==> src/rtl/dma_chan_pkg.sv <==
package dma_chan_pkg;

  localparam logic [3:0] REG_CTRL      = 4'd0;
  localparam logic [3:0] REG_PARAM     = 4'd1;
  localparam logic [3:0] REG_ELEMS     = 4'd2;
  localparam logic [3:0] REG_FRAMES    = 4'd3;
  localparam logic [3:0] REG_SRC       = 4'd4;
  localparam logic [3:0] REG_DST       = 4'd5;
  localparam logic [3:0] REG_SRC_EIDX  = 4'd6;
  localparam logic [3:0] REG_SRC_FIDX  = 4'd7;
  localparam logic [3:0] REG_DST_EIDX  = 4'd8;
  localparam logic [3:0] REG_DST_FIDX  = 4'd9;
  localparam logic [3:0] REG_IRQ_EN    = 4'd10;
  localparam logic [3:0] REG_STATUS    = 4'd11;
  localparam logic [3:0] REG_LIVE_SRC  = 4'd12;
  localparam logic [3:0] REG_LIVE_DST  = 4'd13;
  localparam logic [3:0] REG_LIVE_ELEM = 4'd14;
  localparam logic [3:0] REG_LIVE_FRM  = 4'd15;

  localparam int ENABLE_POS   = 7;
  localparam int SRC_MODE_LSB = 12;
  localparam int DST_MODE_LSB = 14;
  localparam int DONE_POS     = 5;

  localparam logic [1:0] MODE_POSTINC = 2'd1;

  typedef enum logic [1:0] {
    ST_IDLE,
    ST_CHECK,
    ST_READ,
    ST_WRITE
  } chanState_t;

  typedef struct packed {
    logic capture;
    logic step;
    logic finish;
  } dpStrobe_t;

endpackage

==> src/rtl/dma_chan_regs.sv <==
module dma_chan_regs
  import dma_chan_pkg::*;
#(
  parameter int ADDR_W = 32,
  parameter int CNT_W  = 16,
  parameter int IDX_W  = 16
) (
  input  logic              clk,
  input  logic              rstN,
  input  logic              regWe,
  input  logic [3:0]        regAddr,
  input  logic [31:0]       regWdata,
  output logic [31:0]       regRdata,
  input  logic              engineIdle,
  input  logic              finish,
  input  logic [ADDR_W-1:0] curSrc,
  input  logic [ADDR_W-1:0] curDst,
  input  logic [CNT_W-1:0]  curElem,
  input  logic [CNT_W-1:0]  curFrame,
  output logic              startPulse,
  output logic              enableBit,
  output logic [1:0]        srcMode,
  output logic [1:0]        dstMode,
  output logic [1:0]        sizeCode,
  output logic [CNT_W-1:0]  elemCnt,
  output logic [CNT_W-1:0]  frameCnt,
  output logic [ADDR_W-1:0] srcStart,
  output logic [ADDR_W-1:0] dstStart,
  output logic [IDX_W-1:0]  srcEIdx,
  output logic [IDX_W-1:0]  srcFIdx,
  output logic [IDX_W-1:0]  dstEIdx,
  output logic [IDX_W-1:0]  dstFIdx,
  output logic              irqEnBit,
  output logic              statusFlag,
  output logic              irq
);

  logic [31:0] ctrlReg;
  logic        wrCtrl;
  logic        wrStatus;

  assign wrCtrl     = regWe && (regAddr == REG_CTRL);
  assign wrStatus   = regWe && (regAddr == REG_STATUS);
  assign startPulse = wrCtrl && regWdata[ENABLE_POS] && !ctrlReg[ENABLE_POS] && engineIdle;

  assign enableBit = ctrlReg[ENABLE_POS];
  assign srcMode   = ctrlReg[SRC_MODE_LSB +: 2];
  assign dstMode   = ctrlReg[DST_MODE_LSB +: 2];
  assign irq       = statusFlag && irqEnBit;

  always_ff @(posedge clk) begin
    if (!rstN) begin
      ctrlReg    <= '0;
      sizeCode   <= '0;
      elemCnt    <= '0;
      frameCnt   <= '0;
      srcStart   <= '0;
      dstStart   <= '0;
      srcEIdx    <= '0;
      srcFIdx    <= '0;
      dstEIdx    <= '0;
      dstFIdx    <= '0;
      irqEnBit   <= 1'b0;
      statusFlag <= 1'b0;
    end else begin
      if (wrCtrl) begin
        ctrlReg <= regWdata;
        ctrlReg[ENABLE_POS] <= startPulse || (regWdata[ENABLE_POS] && ctrlReg[ENABLE_POS]);
      end
      if (finish) ctrlReg[ENABLE_POS] <= 1'b0;

      if (regWe) begin
        case (regAddr)
          REG_PARAM:    sizeCode <= regWdata[1:0];
          REG_ELEMS:    elemCnt  <= regWdata[CNT_W-1:0];
          REG_FRAMES:   frameCnt <= regWdata[CNT_W-1:0];
          REG_SRC:      srcStart <= regWdata[ADDR_W-1:0];
          REG_DST:      dstStart <= regWdata[ADDR_W-1:0];
          REG_SRC_EIDX: srcEIdx  <= regWdata[IDX_W-1:0];
          REG_SRC_FIDX: srcFIdx  <= regWdata[IDX_W-1:0];
          REG_DST_EIDX: dstEIdx  <= regWdata[IDX_W-1:0];
          REG_DST_FIDX: dstFIdx  <= regWdata[IDX_W-1:0];
          REG_IRQ_EN:   irqEnBit <= regWdata[DONE_POS];
          default: ;
        endcase
      end

      if (finish) statusFlag <= 1'b1;
      else if (wrStatus && regWdata[DONE_POS]) statusFlag <= 1'b0;
    end
  end

  always_comb begin
    regRdata = '0;
    case (regAddr)
      REG_CTRL:      regRdata = ctrlReg;
      REG_PARAM:     regRdata[1:0] = sizeCode;
      REG_ELEMS:     regRdata = 32'(elemCnt);
      REG_FRAMES:    regRdata = 32'(frameCnt);
      REG_SRC:       regRdata = 32'(srcStart);
      REG_DST:       regRdata = 32'(dstStart);
      REG_SRC_EIDX:  regRdata = 32'(srcEIdx);
      REG_SRC_FIDX:  regRdata = 32'(srcFIdx);
      REG_DST_EIDX:  regRdata = 32'(dstEIdx);
      REG_DST_FIDX:  regRdata = 32'(dstFIdx);
      REG_IRQ_EN:    regRdata[DONE_POS] = irqEnBit;
      REG_STATUS:    regRdata[DONE_POS] = statusFlag;
      REG_LIVE_SRC:  regRdata = 32'(curSrc);
      REG_LIVE_DST:  regRdata = 32'(curDst);
      REG_LIVE_ELEM: regRdata = 32'(curElem);
      REG_LIVE_FRM:  regRdata = 32'(curFrame);
      default:       regRdata = '0;
    endcase
  end

endmodule

==> src/rtl/dma_chan_dp.sv <==
module dma_chan_dp
  import dma_chan_pkg::*;
#(
  parameter int ADDR_W = 32,
  parameter int CNT_W  = 16,
  parameter int IDX_W  = 16
) (
  input  logic              clk,
  input  logic              rstN,
  input  logic              startPulse,
  input  dpStrobe_t         strobe,
  input  logic [1:0]        srcMode,
  input  logic [1:0]        dstMode,
  input  logic [1:0]        sizeCode,
  input  logic [CNT_W-1:0]  elemCnt,
  input  logic [CNT_W-1:0]  frameCnt,
  input  logic [ADDR_W-1:0] srcStart,
  input  logic [ADDR_W-1:0] dstStart,
  input  logic [IDX_W-1:0]  srcEIdx,
  input  logic [IDX_W-1:0]  srcFIdx,
  input  logic [IDX_W-1:0]  dstEIdx,
  input  logic [IDX_W-1:0]  dstFIdx,
  input  logic [31:0]       memRdata,
  output logic [ADDR_W-1:0] curSrc,
  output logic [ADDR_W-1:0] curDst,
  output logic [CNT_W-1:0]  curElem,
  output logic [CNT_W-1:0]  curFrame,
  output logic [31:0]       dataHold,
  output logic              lastElem,
  output logic              zeroCount
);

  localparam int EXT_W = ADDR_W - IDX_W;

  logic [ADDR_W-1:0] elemBytes;
  logic              lastOfFrame;
  logic [ADDR_W-1:0] srcStep;
  logic [ADDR_W-1:0] dstStep;

  function automatic logic [ADDR_W-1:0] strideOf(input logic [1:0] mode,
                                                 input logic [IDX_W-1:0] idx,
                                                 input logic [ADDR_W-1:0] bytes);
    logic [ADDR_W-1:0] ext;
    ext = {{EXT_W{idx[IDX_W-1]}}, idx};
    if (mode == MODE_POSTINC) return bytes + ext - ADDR_W'(1);
    return '0;
  endfunction

  always_comb begin
    case (sizeCode)
      2'd0:    elemBytes = ADDR_W'(1);
      2'd1:    elemBytes = ADDR_W'(2);
      default: elemBytes = ADDR_W'(4);
    endcase
  end

  assign lastOfFrame = (curElem == elemCnt - CNT_W'(1));
  assign lastElem    = lastOfFrame && (curFrame == frameCnt - CNT_W'(1));
  assign zeroCount   = (elemCnt == '0) || (frameCnt == '0);

  assign srcStep = strideOf(srcMode, lastOfFrame ? srcFIdx : srcEIdx, elemBytes);
  assign dstStep = strideOf(dstMode, lastOfFrame ? dstFIdx : dstEIdx, elemBytes);

  always_ff @(posedge clk) begin
    if (!rstN) begin
      curSrc   <= '0;
      curDst   <= '0;
      curElem  <= '0;
      curFrame <= '0;
      dataHold <= '0;
    end else if (startPulse) begin
      curSrc   <= srcStart;
      curDst   <= dstStart;
      curElem  <= '0;
      curFrame <= '0;
    end else begin
      if (strobe.capture) dataHold <= memRdata;
      if (strobe.step) begin
        curSrc <= curSrc + srcStep;
        curDst <= curDst + dstStep;
        if (lastOfFrame) begin
          curElem  <= '0;
          curFrame <= curFrame + CNT_W'(1);
        end else begin
          curElem <= curElem + CNT_W'(1);
        end
      end
    end
  end

endmodule

==> src/rtl/dma_chan_ctrl.sv <==
module dma_chan_ctrl
  import dma_chan_pkg::*;
(
  input  logic      clk,
  input  logic      rstN,
  input  logic      startPulse,
  input  logic      enableBit,
  input  logic      memAck,
  input  logic      zeroCount,
  input  logic      lastElem,
  output logic      memReq,
  output logic      memWe,
  output logic      engineIdle,
  output dpStrobe_t strobe
);

  chanState_t state;

  assign memReq     = (state == ST_READ) || (state == ST_WRITE);
  assign memWe      = (state == ST_WRITE);
  assign engineIdle = (state == ST_IDLE);

  always_comb begin
    strobe.capture = (state == ST_READ) && memAck;
    strobe.step    = (state == ST_WRITE) && memAck;
    strobe.finish  = ((state == ST_CHECK) && enableBit && zeroCount) ||
                     ((state == ST_WRITE) && memAck && lastElem && enableBit);
  end

  always_ff @(posedge clk) begin
    if (!rstN) begin
      state <= ST_IDLE;
    end else begin
      case (state)
        ST_IDLE:  if (startPulse) state <= ST_CHECK;
        ST_CHECK: state <= (!enableBit || zeroCount) ? ST_IDLE : ST_READ;
        ST_READ:  if (memAck) state <= enableBit ? ST_WRITE : ST_IDLE;
        ST_WRITE: if (memAck) state <= (lastElem || !enableBit) ? ST_IDLE : ST_READ;
        default:  state <= ST_IDLE;
      endcase
    end
  end

endmodule

==> src/rtl/dma_chan.sv <==
module dma_chan
  import dma_chan_pkg::*;
#(
  parameter int ADDR_W = 32,
  parameter int CNT_W  = 16,
  parameter int IDX_W  = 16
) (
  input  logic              clk,
  input  logic              rstN,
  input  logic              regWe,
  input  logic [3:0]        regAddr,
  input  logic [31:0]       regWdata,
  output logic [31:0]       regRdata,
  output logic              memReq,
  output logic              memWe,
  output logic [ADDR_W-1:0] memAddr,
  output logic [1:0]        memSize,
  output logic [31:0]       memWdata,
  input  logic [31:0]       memRdata,
  input  logic              memAck,
  output logic              irq
);

  dpStrobe_t         strobe;
  logic              startPulse, enableBit, engineIdle;
  logic              irqEnBit, statusFlag, lastElem, zeroCount;
  logic [1:0]        srcMode, dstMode, sizeCode;
  logic [CNT_W-1:0]  elemCnt, frameCnt, curElem, curFrame;
  logic [ADDR_W-1:0] srcStart, dstStart, curSrc, curDst;
  logic [IDX_W-1:0]  srcEIdx, srcFIdx, dstEIdx, dstFIdx;
  logic [31:0]       dataHold;

  assign memAddr  = memWe ? curDst : curSrc;
  assign memSize  = sizeCode;
  assign memWdata = dataHold;

  dma_chan_regs #(.ADDR_W(ADDR_W), .CNT_W(CNT_W), .IDX_W(IDX_W)) u_regs (
    .clk(clk), .rstN(rstN), .regWe(regWe), .regAddr(regAddr), .regWdata(regWdata),
    .regRdata(regRdata), .engineIdle(engineIdle), .finish(strobe.finish),
    .curSrc(curSrc), .curDst(curDst), .curElem(curElem), .curFrame(curFrame),
    .startPulse(startPulse), .enableBit(enableBit), .srcMode(srcMode), .dstMode(dstMode),
    .sizeCode(sizeCode), .elemCnt(elemCnt), .frameCnt(frameCnt),
    .srcStart(srcStart), .dstStart(dstStart), .srcEIdx(srcEIdx), .srcFIdx(srcFIdx),
    .dstEIdx(dstEIdx), .dstFIdx(dstFIdx), .irqEnBit(irqEnBit), .statusFlag(statusFlag),
    .irq(irq)
  );

  dma_chan_dp #(.ADDR_W(ADDR_W), .CNT_W(CNT_W), .IDX_W(IDX_W)) u_dp (
    .clk(clk), .rstN(rstN), .startPulse(startPulse), .strobe(strobe),
    .srcMode(srcMode), .dstMode(dstMode), .sizeCode(sizeCode),
    .elemCnt(elemCnt), .frameCnt(frameCnt), .srcStart(srcStart), .dstStart(dstStart),
    .srcEIdx(srcEIdx), .srcFIdx(srcFIdx), .dstEIdx(dstEIdx), .dstFIdx(dstFIdx),
    .memRdata(memRdata), .curSrc(curSrc), .curDst(curDst), .curElem(curElem),
    .curFrame(curFrame), .dataHold(dataHold), .lastElem(lastElem), .zeroCount(zeroCount)
  );

  dma_chan_ctrl u_ctrl (
    .clk(clk), .rstN(rstN), .startPulse(startPulse), .enableBit(enableBit),
    .memAck(memAck), .zeroCount(zeroCount), .lastElem(lastElem),
    .memReq(memReq), .memWe(memWe), .engineIdle(engineIdle), .strobe(strobe)
  );

endmodule

==> config.mk <==
export PLATFORM = sky130hd
export DESIGN_NAME = dma_chan
export DESIGN_NICKNAME = d
export VERILOG_FILES = /design/src/rtl/dma_chan_pkg.sv /design/src/rtl/dma_chan_regs.sv /design/src/rtl/dma_chan_dp.sv /design/src/rtl/dma_chan_ctrl.sv /design/src/rtl/dma_chan.sv
export SDC_FILE = /design/constraint.sdc
export NUM_CORES = 1
export LEC_CHECK = 0
export BUFFER_PORTS_ARGS = -buffer_cell sky130_fd_sc_hd__buf_4
export CAP_MARGIN = 20
export CORE_ASPECT_RATIO = 1.2
export CORE_MARGIN = 8
export CORE_UTILIZATION = 61
export DETAILED_ROUTE_END_ITERATION = 6
export PLACE_DENSITY = 0.78
export SLEW_MARGIN = 5
export SYNTH_ARGS = -nofsm -noshare
export SYNTH_HDL_FRONTEND = slang
export SYNTH_SLANG_ARGS = --single-unit
export TNS_END_PERCENT = 50
==> constraint.sdc <==
create_clock -name clk -period 10.8 [get_ports clk]
set_input_delay 0.54 -clock clk [delete_from_list [all_inputs] [get_ports clk]]
set_output_delay 0.54 -clock clk [all_outputs]
set_load 0.005 [all_outputs]
Word level (Yosys, flattened, before mapping)

Index checks and enable logic that the tools add are counted.

Reduce and logical (&&, ||, !) cells: 44
Add/sub/neg operators: 10
Equal/unequal tests: 26
Muxes and demuxes: 28
Bitwise gates (word level): 2

Operator list:

| cell                                               | count |
|---|---|
| case mux 26 bit (13 select lines)                  | 1 |
| two-way mux 32 bit                                 | 9 |
| adder 32 bit                                       | 2 |
| subtractor 32 x 1 -> 32 bit, second input constant | 2 |
| two-way mux 16 bit                                 | 3 |
| case mux 3 bit (13 select lines)                   | 1 |
| adder 4 x 16 -> 17 bit                             | 2 |
| adder 16 x 1 -> 16 bit, second input constant      | 2 |
| == test 16 bit                                     | 2 |
| == test 4 bit, second input constant               | 8 |
| logical NOT 16 bit                                 | 2 |
| subtractor 16 x 1 -> 16 bit, second input constant | 2 |
| case mux 2 bit (14 select lines)                   | 1 |
| AND reduction 2 bit                                | 12 |
| == test 4 x 3 -> 1 bit, second input constant      | 4 |
| logical AND 1 bit                                  | 15 |
| case mux 1 bit (15 select lines)                   | 1 |
| two-way mux 2 bit                                  | 6 |
| == test 2 x 1 -> 1 bit, second input constant      | 4 |
| == test 4 x 2 -> 1 bit, second input constant      | 2 |
| case mux 2 bit (4 select lines)                    | 1 |
| logical OR 1 bit                                   | 6 |
| case mux 3 bit (2 select lines)                    | 1 |
| == test 2 bit, second input constant               | 2 |
| other kinds (11)                                   | 19 |

Input port bits: 72
Output and inout bits: 101
Register bits after elaboration: 326

Depth between registers and ports, before layout

Gate-level depths: netlist of run 1.

Word-level depth: 10
Depth in mapped cells: 45

Hierarchy

Synthesis of run 1 repeated with hierarchy kept, for this count alone.

Cells, all modules: 2797
Area, all modules: 21921.0 um^2

Modules (own cells, without submodules):

| module        | times used | area each (um^2) | sequential area each (um^2) | cells each |
|---|---|---|---|---|
| dma_chan_dp   | 1          | 11813.8          | 2562.5                      | 1588 |
| dma_chan_regs | 1          | 9402.8           | 3923.8                      | 1150 |
| dma_chan      | 1          | 544.3            | 0.0                         | 36 |
| dma_chan_ctrl | 1          | 160.2            | 40.0                        | 23 |

Worst setup path after synthesis of run 1

Ideal clock, no wire load.

Path kind: register -> register
Start: register u_regs.elemCnt[0]
End: register u_dp.curSrc[31]
Setup slack: 2.036 ns
Path buffers: 7
Clock period less this slack: 8.764 ns
Library setup time: 0.119 ns
Stages on the path, launching flop included: 42
Arrival: 8.645 ns
Cells stage by stage: dfxtp_1 inv_1 ha_1 buf_2 and3_1 or3_2 a211oi_1 and4_1 buf_6 buf_8 buf_4 buf_4 buf_2 buf_1 mux2_2 ha_1 inv_1 fa_1 [6 not listed] or4_4 a211oi_1 xnor2_1 nor2_1 ha_1 inv_1 nor3_1 nand3_1 a21oi_1 a31oi_1 o311ai_0 o221ai_1 a21oi_1 nand2_1 o211ai_1 mux2_2 o21ai_1 a21oi_1

Word-level cells in the longest chain between the ends: 10

RTL lines:

| item                        | RTL line            | text |
|---|---|---|
| start, declared             | dma_chan_regs.sv:25 | `output logic [CNT_W-1:0] elemCnt,` |
| start signal, assigned      | dma_chan_regs.sv:75 | `REG_ELEMS: elemCnt <= regWdata[CNT_W-1:0];` |
| subtractor 16 x 1 -> 16 bit | dma_chan_dp.sv:57   | `assign lastOfFrame = (curElem == elemCnt - CNT_W'(1));` |
| == test 16 bit              | dma_chan_dp.sv:57   |  |
| two-way mux 16 bit          | dma_chan_dp.sv:61   | `assign srcStep = strideOf(srcMode, lastOfFrame ? srcFIdx : srcEIdx, elemBytes);` |
| adder 4 x 16 -> 17 bit      | dma_chan_dp.sv:45   | `if (mode == MODE_POSTINC) return bytes + ext - ADDR_W'(1);` |
| subtractor 32 x 1 -> 32 bit | dma_chan_dp.sv:45   |  |
| two-way mux 32 bit          | dma_chan_dp.sv:45   |  |
| two-way mux 32 bit          | dma_chan_dp.sv:46   | `return '0;` |
| adder 32 bit                | dma_chan_dp.sv:79   | `curSrc <= curSrc + srcStep;` |
| two-way mux 32 bit          | dma_chan_dp.sv:78   | `if (strobe.step) begin` |
| two-way mux 32 bit          | dma_chan_dp.sv:71   | `end else if (startPulse) begin` |
| end signal, assigned        | dma_chan_dp.sv:72   | `curSrc <= srcStart;` |
| end signal, assigned        | dma_chan_dp.sv:79   |  |
| end, declared               | dma_chan_dp.sv:24   | `output logic [ADDR_W-1:0] curSrc,` |

No other way between the ends. The select of a mux whose other input is x is not followed.
A chain may end at the register's enable or synchronous reset.

Worst setup path in the final report of run 1

Ends and elaborated chain as after synthesis.

==> out/results.ini, run 1 <==
[sta]
fin_setup_tns_ns = 0
setup_viol = 0
slew_headroom_pct = 21.7
skew_ns = 0.0309
period_needed_ns = 9.26
hold_viol = 0
period_share_pct = 85.8
timing.final.ws_setup_ns = 1.54
slew_viol_final = 0
max_freq_mhz = 108
worst_slew_pin_slew_ns = 1.17
grt_setup_unrepaired = false

[die]
num_rows = 74
ios = 173
die_x_um = 185
die_area_mm2 = 0.0406
core_area_mm2 = 0.0340
initial_core_util_pct = 61.7
die_y_um = 219

[cts]
cts.reportedPaths.clkPinSlew_ns = 0.07
cts_tree = done
cts_root_buffer = clkbuf_16
clk_latency_ns = 0.55
cts_resized = 0
hold_buffers = 0
cts-htree-levels = 2
cts_sinks = 326
cts_made_buffers = 36
cts_buffer_depth = 3
post_cts.repair.setup_buffers = 0

[synthesis]
yosysTopAreaCell = dfxtp_1
ys_ff_latch = 326
netlist_instances = 2784
ys_types = 81
synthArstFlopShare_pct = 0
synth_common_cells = 605 x nand2_1, 326 x dfxtp_1, 244 x a21oi_1, 187 x clkbuf_1, 159 x nor2_1
ys.flop_type = dfxtp_1
syn_area_per_cell_um2 = 7.54
ys_seq_area_share_pct = 31.1
synth.yosys.warnings = 0
synth.most_common_cell = nand2_1
yosys-top-cells-area = dfxtp_1 31%, nand2_1 11%, a21oi_1 5.8%, ha_1 4.5%, xnor2_1 4.1%
syn_area_mm2 = 0.0210
synthesis.nets = 2935
synth_edf_count = 0
yosysTopAreaCellShare_pct = 31.1

[flow_run]
drv_cap = 0

[route]
vias = 22072
drt_iter0_drc = 2508
routed_via_density = 6.70
drc_errors = 0
first_pass_iters = 6
wl_per_cell_um = 25.7
drt-total-wl_um = 84700
ant_nets = 0

[grt]
grt_antenna_before_repair = 1
grt_pass1_wl_um = 126000
grt_overflow = 0
grt_usage_pct = 40.6
grt_max_degree = 94
grt_pass1_vias = 21018

[critical_path]
crit_arrival_ns = 9.69
critPathMaxFanout = 29
cp-end-kind = flop
start_kind = flop
cp_slowest_cell = and4_2
worstPathRequired_ns = 11.22
worstSetupPathType = flop to flop
cp_slowest_stage_delay_ns = 0.83

[pwr]
p_clk_share_pct = 47.0
p_leak_uw = 0.00879
switching_share_pct = 25.1
switchingPower_uw = 658
internal_power_uw = 1970
pwr-share-seq_pct = 46.7
power.density_mw_per_mm2 = 112
ir_drop_mv = 0.140
power.share.combinational_pct = 6.3

[final_layout]
fin_util_pct = 68.9
num-nets-final = 2964
diodes = 0
final_cell_area_mm2 = 0.0234
layout-drive-gt1-share_pct = 12.2
syn_to_final_growth_pct = 11.6

[placed_design]
port_buffers = 172
placed_area_mm2 = 0.0223
dpl.hpwl_um = 60700
gp_congestion = 1.07
dp_slack_ns = 1.73

[outcome]
outcome = finished clean

[hold_path]
hp-class = input port to flop

metrics by stage:
stage | std cells | total power, µW | hold slack (ns)
floorplan | 2784 | 1340 | 0.443
detailed placement | 3230 | 1410 | 0.458
global route | 3295 | 2680 | 0.257
finish | 3295 | 2630 | 0.263
global placement | 3229 | 1410 | 0.450
CTS | 3294 | 2610 | 0.260
power groups by stage:
stage	Sequential, µW	Clock (µW)	Combinational [µW]
floorplan	1240	0	95.7
global placement	1250	0	155
detailed placement	1250	0	157
CTS	1230	1230	158
global route	1230	1280	172
finish	1230	1230	166
state kept, by name (all words and copies together), names as in the netlist, 32 cells and up:
name,count
u_regs.dstStart,32
u_dp.curDst,32
u_regs.ctrlReg,32
u_dp.dataHold,32
u_dp.curSrc,32
u_regs.srcStart,32
area by class of cell:
cell class	instances	area, µm²
multi-input combinational	2195	13400
fill	2821	10600
sequential	326	6530
timing repair buffer	202	1540
clock buffer	50	1000
tap	456	571
inverter	52	198
clock inverter	14	136
cells by family (layout without fill, tap and decap cells):
kind of cell | after synthesis | after routing | synth area share [%]
XOR/XNOR | 175 | 175 | 7.31
AO/OA/AOI/OAI | 767 | 767 | 24.4
multiplexers | 78 | 78 | 3.98
flip-flops | 326 | 326 | 31.1
AND/OR/NAND/NOR | 1096 | 1096 | 23.2
adder cells (fa/ha/maj) | 79 | 79 | 4.85
buffers and inverters | 263 | 318 | 5.14
critical path: cells and delay by family (launching register included):
| family | cells | cell delay, ns |
|---|---|---|
| adders and majority gates | 4 | 0.91 |
| AOI/OAI and AO/OA | 11 | 3.13 |
| and+or+nand+nor | 12 | 3.24 |
| buffers and inverters | 3 | 0.24 |
| xor gates and xnor gates | 1 | 0.18 |
| muxes | 3 | 1.00 |
| DFF | 1 | 0.43 |
path summary, 6_finish.rpt:
check                                                    start                              to  slack, ns  cells past startpoint
worst max register to register  u_regs.elemCnt[0]$_SDFFE_PN0P_    u_dp.curSrc[31]$_SDFFE_PN0P_       1.54                     34
worst min-delay path                               memRdata[8]   u_dp.dataHold[8]$_SDFFE_PN0P_       0.26                      3
worst max-delay path            u_regs.elemCnt[0]$_SDFFE_PN0P_    u_dp.curSrc[31]$_SDFFE_PN0P_       1.54                     34
worst min register to register  u_dp.dataHold[13]$_SDFFE_PN0P_  u_dp.dataHold[13]$_SDFFE_PN0P_       0.47                      2
cells in the final DEF (no fill, tap or decap), types with 10 or more instances in the layout:
| cell type | n |
|---|---|
| nor2_1 | 151 |
| mux2i_1 | 35 |
| nand2_1 | 604 |
| a221oi_1 | 42 |
| nor2b_1 | 28 |
| a21o_1 | 35 |
| buf_4 | 200 |
| or2_2 | 11 |
| ha_1 | 75 |
| clkbuf_16 | 37 |
| or3_1 | 17 |
| a31oi_1 | 14 |
| nand3_1 | 72 |
| a22o_1 | 23 |
| nor4_1 | 10 |
| a21oi_1 | 244 |
| o21a_1 | 14 |
| and3_1 | 15 |
| xnor2_1 | 99 |
| nand2b_1 | 30 |
| mux2_2 | 43 |
| and2_1 | 31 |
| inv_1 | 51 |
| nand4_1 | 32 |
| dfxtp_1 | 326 |
| clkbuf_1 | 10 |
| nor3_1 | 44 |
| a22oi_1 | 101 |
| a21boi_0 | 92 |
| a222oi_1 | 30 |
| o21ai_0 | 85 |
| o21bai_1 | 10 |
| xor2_1 | 76 |
per-layer routing:
metal / share of wire (%) / track usage (%) / vias to the layer above
li1: - / - / 9867
met1: 35 / 45.5 / 10237
met2: 44 / 64.7 / 1525
met3: 11 / 9.03 / 443
met4: 10 / 34.7 / 0
met5: 0 / 0 / -
Note: power is estimated with default switching activity, not from simulation.
==> run 2: changes to the inputs <==
CORE_UTILIZATION = 55   (was 61)
PLACE_DENSITY = 0.74   (was 0.78)
clock period = 7.45 ns   (was 10.8 ns; I/O delays follow)
==> run 2 against run 1 <==
Cell count is 3.2% higher. First-iteration DRC count is 0.24% higher. Maximum frequency is 28% higher. Die area is 10% higher. Critical path depth is 2 higher. The run now ends with DRC left. Global-route usage is 3.3 points lower.
==> out/results.ini, run 2 (synthesis gave the netlist of run 1 again) <==
[cts]
cts_tree = done
cts-htree-levels = 2
cts_root_buffer = clkbuf_16
cts.reportedPaths.clkPinSlew_ns = 0.06
cts_buffer_depth = 3
clk_latency_ns = 0.55
cts_sinks = 326
cts_made_buffers = 38

[placed_design]
gp_congestion = 1.00
dp.cells = 3306
port_buffers = 172
placed_area_mm2 = 0.0228
dp_slack_ns = -0.0815
dpl.hpwl_um = 62400

[critical_path]
cp-end-kind = flop
r2r-end = u_dp.curSrc[31]$_SDFFE_PN0P_
worstPathRequired_ns = 7.87
crit_arrival_ns = 7.66
r2r_slack_ns = 0.21
start_kind = flop
cp_slowest_stage_delay_ns = 0.59
r2r_start = u_regs.elemCnt[4]$_SDFFE_PN0P_
r2r_cells = 36
crit_top_cell = a21oi_2
worstSetupPathType = flop to flop
cp_slowest_cell = or4_4
critPathMaxFanout = 6

[route]
wl_per_cell_um = 25.8
vias = 22347
ant_nets = 0
drt-total-wl_um = 87700
drt_iter0_drc = 2514
first_pass_iters = 7
routed_via_density = 6.57
drc_errors = 7

[final_layout]
syn_to_final_growth_pct = 17.0
final_common_cell = nand2_1
diodes = 0
num-nets-final = 3043
layout-drive-gt1-share_pct = 17.0
final_cell_mix = 600 x nand2_1, 323 x dfxtp_1, 275 x buf_4
layout.cells.non_filler = 3399
fill_cells = 3331
final_cell_area_mm2 = 0.0245

[sta]
timing.final.ws_setup_ns = 0.212
hold_ws_ns = 0.0792
slew_viol_final = 0
slew_headroom_pct = 25.5
period_needed_ns = 7.24
fin_setup_tns_ns = 0
skew_ns = 0.0215
period_share_pct = 97.2
worst_slew_pin_slew_ns = 1.11
setup_viol = 0
max_freq_mhz = 138
grt_setup_unrepaired = true
hold_viol = 0

[hold_path]
min_from = memRdata[22]
hold_end = u_dp.dataHold[22]$_SDFFE_PN0P_
whs_path_depth = 3
hp-class = input port to flop

[die]
initial_core_util_pct = 55.7
core_area_mm2 = 0.0377
die_x_um = 194
ios = 173
die_y_um = 230
num_rows = 78
die_area_mm2 = 0.0447

[grt]
grt_pass1_wl_um = 130000
grt_overflow = 0
grt_antenna_before_repair = 2
grt_usage_pct = 37.2
grt_pass1_vias = 21323
grt_max_degree = 93

[pwr]
power.density_mw_per_mm2 = 160
p_leak_uw = 0.00934
ir_drop_mv = 0.169

[outcome]
failed_checks = DRC
outcome = finished, violations left

[flow_run]
drv_cap = 0

run 2: worst max-delay path by stage:
stage / from / end / depth (start not counted) / slack (ns)
6_report: u_regs.elemCnt[4]$_SDFFE_PN0P_ / u_dp.curSrc[31]$_SDFFE_PN0P_ / 36 / 0.21
5_1_grt: u_regs.elemCnt[4]$_SDFFE_PN0P_ / u_dp.curSrc[31]$_SDFFE_PN0P_ / 35 / -0.09
4_1_cts: u_regs.elemCnt[0]$_SDFFE_PN0P_ / u_dp.curSrc[31]$_SDFFE_PN0P_ / 37 / 0.003
3_5_place_dp: u_regs.elemCnt[0]$_SDFFE_PN0P_ / u_dp.curSrc[31]$_SDFFE_PN0P_ / 37 / -0.08
3_3_place_gp: u_regs.elemCnt[0]$_SDFFE_PN0P_ / u_dp.curDst[30]$_SDFFE_PN0P_ / 32 / 0.09
2_1_floorplan: u_regs.elemCnt[3]$_SDFFE_PN0P_ / u_dp.curSrc[31]$_SDFFE_PN0P_ / 43 / -0.28
run 2: cell type report:
class                   instances  area [µm²]  area share (%)
repair buffers                278        2110            8.58
well taps                     480         601            2.45
multi-input cells            2196       13900            56.5
clock inverters                12         138           0.561
flip-flops and latches        326        6530            26.6
clock buffers                  55        1100            4.50
inverters                      52         203           0.826
run 2: worst max-delay path, delay by kind of cell, from the launching register on:
kind / cells / cell delay (ns)
muxes: 2 / 0.59
and+or+nand+nor: 12 / 2.36
buffers and inverters: 3 / 0.40
xor gates and xnor gates: 2 / 0.35
adders and majority gates: 3 / 0.84
AOI/OAI and AO/OA: 14 / 2.21
DFF: 1 / 0.37
run 2: what timing repair did:
action                     CTS  global route
gates resized for setup      1            75
cloned                       0             1
hold buffers                 0             0
buffers inserted             1            24
setup endpoints to repair    4            22
pin swaps                    2            39
run 2: layer usage:
metal	global-route usage, %	part of all wire, %	up-vias
met5	0	0.017	-
met2	62.2	46	1375
met3	6.75	9.0	412
li1	-	-	10018
met1	41.5	36	10540
met4	29.8	9.2	2
run 2: through the flow:
stage	total power [µW]	utilization (%)
finish	3930	65.2
global route	4010	65.2
CTS	3920	63.8
detailed placement	2060	60.5
global placement	2050	60.4
floorplan	1950	-
run 2: where the power goes:
group	switching [µW]	leakage, µW	internal, µW	total [µW]
logic	171	0.00610	88.1	259
clock network	789	0.000607	1100	1890
registers	21.9	0.00263	1760	1780
total	982	0.00934	2950	3930
